## config.mk

```make
export PLATFORM = sky130hd
export DESIGN_NAME = evt_counter
export DESIGN_NICKNAME = d
export VERILOG_FILES = /design/src/rtl/evcnt_pkg.sv /design/src/rtl/evcnt_edge.sv /design/src/rtl/evcnt_next.sv /design/src/rtl/evt_counter.sv
export SDC_FILE = /design/constraint.sdc
export NUM_CORES = 1
export LEC_CHECK = 0
export BUFFER_PORTS_ARGS = -buffer_cell sky130_fd_sc_hd__buf_2
export CORE_ASPECT_RATIO = 1.1
export CORE_UTILIZATION = 59
export DETAILED_ROUTE_END_ITERATION = 12
export GPL_TIMING_DRIVEN = 0
export PLACE_DENSITY_LB_ADDON = 0.15
export SLEW_MARGIN = 20
export SYNTH_ARGS = -nofsm -noshare
export SYNTH_HDL_FRONTEND = slang
export SYNTH_SLANG_ARGS = --single-unit
```

## constraint.sdc

```tcl
create_clock -name clk -period 3.07 [get_ports clk]
set_input_delay 0.921 -clock clk [delete_from_list [all_inputs] [get_ports clk]]
set_output_delay 0.921 -clock clk [all_outputs]
set_load 0.01 [all_outputs]
```

## src/rtl/evcnt_pkg.sv

```systemverilog
package evcnt_pkg;

    typedef enum logic [2:0] {
        ST_HOLD,
        ST_INC,
        ST_DEC,
        ST_CLR,
        ST_LOAD
    } step_e;

    typedef struct packed {
        logic clr;
        logic load;
        logic up_edge;
        logic dn_edge;
    } cmd_t;

    // Clear beats load, load beats counting; equal edges cancel.
    function automatic step_e pick_step(cmd_t c, logic up_blocked);
        step_e s;
        if (c.clr)
            s = ST_CLR;
        else if (c.load)
            s = ST_LOAD;
        else if (c.up_edge && c.dn_edge)
            s = ST_HOLD;
        else if (c.up_edge && !up_blocked)
            s = ST_INC;
        else if (c.dn_edge)
            s = ST_DEC;
        else
            s = ST_HOLD;
        return s;
    endfunction

endpackage

```

## src/rtl/evcnt_edge.sv

```systemverilog
module evcnt_edge #(
    parameter int N = 2
) (
    input  logic         clk,
    input  logic         rst,
    input  logic         tick,
    input  logic [N-1:0] lvl,
    output logic [N-1:0] rise
);
    logic [N-1:0] hist_q;

    for (genvar i = 0; i < N; i++) begin : g_line
        always_ff @(posedge clk) begin
            if (rst)
                hist_q[i] <= 1'b0;
            else if (tick)
                hist_q[i] <= lvl[i];
        end
        assign rise[i] = lvl[i] & ~hist_q[i];
    end
endmodule

```

## src/rtl/evcnt_next.sv

```systemverilog
module evcnt_next
    import evcnt_pkg::*;
#(
    parameter int               CNT_W     = 16,
    parameter bit               WRAP_MODE = 1'b1,
    parameter logic [CNT_W-1:0] LIMIT     = 16'd5,
    parameter logic [CNT_W-1:0] PRESET    = 16'd3
) (
    input  logic [CNT_W-1:0] cur,
    input  step_e            step,
    output logic [CNT_W-1:0] nxt,
    output logic             nxt_ovf
);
    localparam logic [CNT_W-1:0] TOP = {CNT_W{1'b1}};

    logic [CNT_W-1:0] cand;

    always_comb begin
        unique case (step)
            ST_CLR:  cand = '0;
            ST_LOAD: cand = PRESET;
            ST_INC:  cand = (cur == TOP) ? cur : cur + 1'b1;
            ST_DEC:  cand = (cur == '0) ? cur : cur - 1'b1;
            default: cand = cur;
        endcase
    end

    if (WRAP_MODE) begin : g_wrap
        always_comb begin
            if (cand == LIMIT) begin
                nxt     = '0;
                nxt_ovf = 1'b1;
            end else begin
                nxt     = cand;
                nxt_ovf = 1'b0;
            end
        end
    end else begin : g_latch
        always_comb begin
            nxt     = cand;
            nxt_ovf = (cand >= LIMIT);
        end
    end
endmodule

```

## src/rtl/evt_counter.sv

```systemverilog
module evt_counter
    import evcnt_pkg::*;
#(
    parameter int               CNT_W     = 16,
    parameter bit               WRAP_MODE = 1'b1,
    parameter logic [CNT_W-1:0] LIMIT     = 16'd5,
    parameter logic [CNT_W-1:0] PRESET    = 16'd3
) (
    input  logic             clk,
    input  logic             rst,
    input  logic             tick,
    input  logic             up_in,
    input  logic             dn_in,
    input  logic             clr_cmd,
    input  logic             load_cmd,
    output logic [CNT_W-1:0] count,
    output logic             ovf
);
    localparam int LINES = 2;

    logic [LINES-1:0] rise;
    cmd_t             cmd;
    step_e            step;
    logic [CNT_W-1:0] cnt_q, cnt_d;
    logic             ovf_q, ovf_d;
    logic             up_blocked;

    evcnt_edge #(.N(LINES)) u_edge (
        .clk  (clk),
        .rst  (rst),
        .tick (tick),
        .lvl  ({dn_in, up_in}),
        .rise (rise)
    );

    assign up_blocked = !WRAP_MODE && ovf_q;

    always_comb begin
        cmd.clr     = clr_cmd;
        cmd.load    = load_cmd;
        cmd.up_edge = rise[0];
        cmd.dn_edge = rise[1];
        step        = pick_step(cmd, up_blocked);
    end

    evcnt_next #(
        .CNT_W     (CNT_W),
        .WRAP_MODE (WRAP_MODE),
        .LIMIT     (LIMIT),
        .PRESET    (PRESET)
    ) u_next (
        .cur     (cnt_q),
        .step    (step),
        .nxt     (cnt_d),
        .nxt_ovf (ovf_d)
    );

    always_ff @(posedge clk) begin
        if (rst) begin
            cnt_q <= '0;
            ovf_q <= 1'b0;
        end else if (tick) begin
            cnt_q <= cnt_d;
            ovf_q <= ovf_d;
        end
    end

    assign count = cnt_q;
    assign ovf   = ovf_q;
endmodule

```

==> flow_summary.ini <==
[status]
status = finished clean

[power]
clockPowerShare_pct = 18.9
p_sw_share_pct = 37.06
intPower_uw = 405.9
p_switching_uw = 239.1
ir_drop_uv = 292.8
combinationalPowerShare_pct = 39.0
p_leak_nw = 0.9145
powerDensity_nw_per_um2 = 273.9
p_seq_share_pct = 42.1

[placement]
dpl_worst_slack_ns = -0.3558
dp_hpwl_um = 4935
io_buffers = 21
gp_congestion = 0.9889

[timing]
setup_viol = 0
fin_crit_ns = 3.041
layout_setup_ws_ns = 0.02935
slew_headroom_pct = 59.37
tightestPinTransition_ns = 0.6094
holdWs_ns = 0.5217
fin_skew_ns = 0.002348
rsz0062_at_grt = no
timing.final.crit_share_pct = 99.04
hold_viol_final = 0
finalMaxSlewViolations = 0
fmax_mhz = 328.9

[synth]
synth.distinct_cells = 75
synth_fp_nets = 278
synth-seq-area-share_pct = 18.06
synth_edf_count = 0
synth_ff_type = dfxtp_1
async_flop_share_pct = 0
syn_inst = 268
synth.avg_cell_area_um2 = 7.857
ys_ff_latch = 19
ys_warn_count = 0
synthesis.area_um2 = 2106

[grt]
antenna_found_initial = 0
grt_pass1_vias = 1992
met1_usage_pct = 51.84
use_met2_pct = 57.67
grt_usage_pct = 36.45
gr-usage-met3_pct = 2.196
grt_start_max_net_pins = 11
grt_pass1_wl_um = 10380
grt-ovfl-total = 0
busiest_layer = met2

[layout]
antenna_cells = 0
layout_common_cells = nor2_1 (26), buf_2 (26), nand2_1 (21)
fin_nets = 307
fillCellCount = 293
final_util_pct = 69.55
areaGrowthSynthToFinish_pct = 11.82
drive_gt1_share_pct = 27.70

[drt]
first_pass_iters = 5
drc_errors = 0
drtIter0Drc = 283
antenna_left = 0
drt_wl_total_um = 6716
vias_per_cell = 6.753
wire_per_inst_um = 19.52
num_vias = 2323

[clock_network]
htreeDepth = 1
cts-buffers-inserted = 3
cts.sinks = 19
cts_buffer_depth = 2
cts_tree = done
clk_pin_slew_worst_paths_ns = 0.10
clock-root-buffer = clkbuf_4
clk_latency_ns = 0.29
cts_hold_buf = 0

[run]
cap_violations = 0

[setup_path]
worstSetupPathType = primary input to register
critPathLaunchType = primary input
r2r_end = count[2]
regToRegStartpoint = count[0]
arrival_ns = 3.23
worstPathMaxFanout = 10
worst-r2r-cell-count = 10
crit_path_end_kind = register
reg2reg_slack_ns = 0.17
required_ns = 3.26

[floorplan]
ios = 24
die_area_um2 = 3812
initial_core_util_pct = 62.20
rows = 22
die_width_um = 58.96
core_area_um2 = 3386
fp.dieH_um = 64.66

[worst_hold_path]
min_from = u_edge.hist_q[0]
hold_path_class = register to register
min_path_cells = 2
hold-path-endpoint = u_edge.hist_q[0]
-- through the flow --
step	std cells	area (um^2)	power [mW]	TNS (ns)
after CTS	341	2311	0.6337	0
after global placement	337	2271	0.5089	-0.8792
after floorplan	268	2106	0.4514	0
after global routing	344	2355	0.6742	0
after detailed placement	337	2271	0.5114	-0.9316
final	344	2355	0.6450	0
-- worst max-delay path, cell delays in order --
cell	delay, ns
buf_2	0.15
or2_1	0.33
nor3_4	0.45
and2_1	0.21
a21boi_0	0.08
o21ai_0	0.46
nor4b_2	0.11
and4_4	0.22
a2111oi_4	0.30
-- cell type report --
| type | count | area (um^2) | area share (%) |
|---|---|---|---|
| well taps | 48 | 60.06 | 2.550 |
| multi-input cells | 222 | 1602 | 68.01 |
| repair buffers | 24 | 127.6 | 5.420 |
| flip-flops and latches | 19 | 382.9 | 16.26 |
| clock buffers | 4 | 26.28 | 1.116 |
| plain buffers | 20 | 130.1 | 5.526 |
| inverters | 7 | 26.28 | 1.116 |
-- synthesized netlist by cell type (7+ instances only) --
cell | instances | area, um^2
nand2_1 | 20 | 75.07
mux2i_1 | 8 | 80.08
nor3_1 | 8 | 40.04
dfxtp_1 | 19 | 380.4
inv_1 | 7 | 26.28
a31oi_1 | 9 | 56.30
nand4_1 | 10 | 62.56
nand3_1 | 17 | 85.08
a21oi_1 | 9 | 45.04
nor2_1 | 26 | 97.59
a211oi_1 | 8 | 60.06
-- power by group through the flow --
| stage | clock, mW | sequential [mW] | combinational (mW) |
|---|---|---|---|
| 2_1_floorplan | 0 | 0.277 | 0.174 |
| 3_3_place_gp | 0 | 0.275 | 0.234 |
| 3_5_place_dp | 0 | 0.276 | 0.236 |
| 6_report | 0.122 | 0.271 | 0.252 |
| 5_1_grt | 0.132 | 0.274 | 0.269 |
| 4_1_cts | 0.125 | 0.270 | 0.239 |
-- logic make-up (layout without fill, tap and decap cells) --
kind of cell / Yosys count / count (layout) / share of synthesized area (%)
AO/OA/AOI/OAI: 70 / 70 / 26.74
XOR/XNOR: 2 / 2 / 0.8320
adder cells (fa/ha/maj): 3 / 3 / 1.783
buffers and inverters: 28 / 55 / 7.605
flip-flops: 19 / 19 / 18.06
multiplexers: 8 / 8 / 3.803
AND/OR/NAND/NOR: 138 / 139 / 41.18
-- worst max path at each step --
stage | from | end | cells past startpoint
6_report | clr_cmd | count[0] | 9
5_1_grt | clr_cmd | count[2] | 9
4_1_cts | clr_cmd | count[2] | 9
3_5_place_dp | clr_cmd | count[0] | 9
3_3_place_gp | clr_cmd | count[2] | 9
2_1_floorplan | clr_cmd | count[0] | 8
-- routing by layer --
| layer | wire (um) | share of wire (%) | vias to the layer above |
|---|---|---|---|
| met5 | 0 | 0 | - |
| met4 | 208 | 3.1 | 0 |
| met3 | 659 | 9.8 | 23 |
| met2 | 3008 | 45 | 141 |
| met1 | 2841 | 42 | 1060 |
| li1 | - | - | 1099 |
-- what timing repair did --
action | in CTS | in global routing
hold endpoints to repair | 0 | 0
gates resized for setup | 2 | 6
setup buffers | 0 | 3
pin swaps | 0 | 2
gates cloned | 0 | 1
setup endpoints to repair | 2 | 3
-- state kept, by name, summed over array words and instances, names as in the netlist --
register / count
u_edge.hist_q: 2
count: 16
ovf: 1
Note: power is estimated with default switching activity, not from simulation.
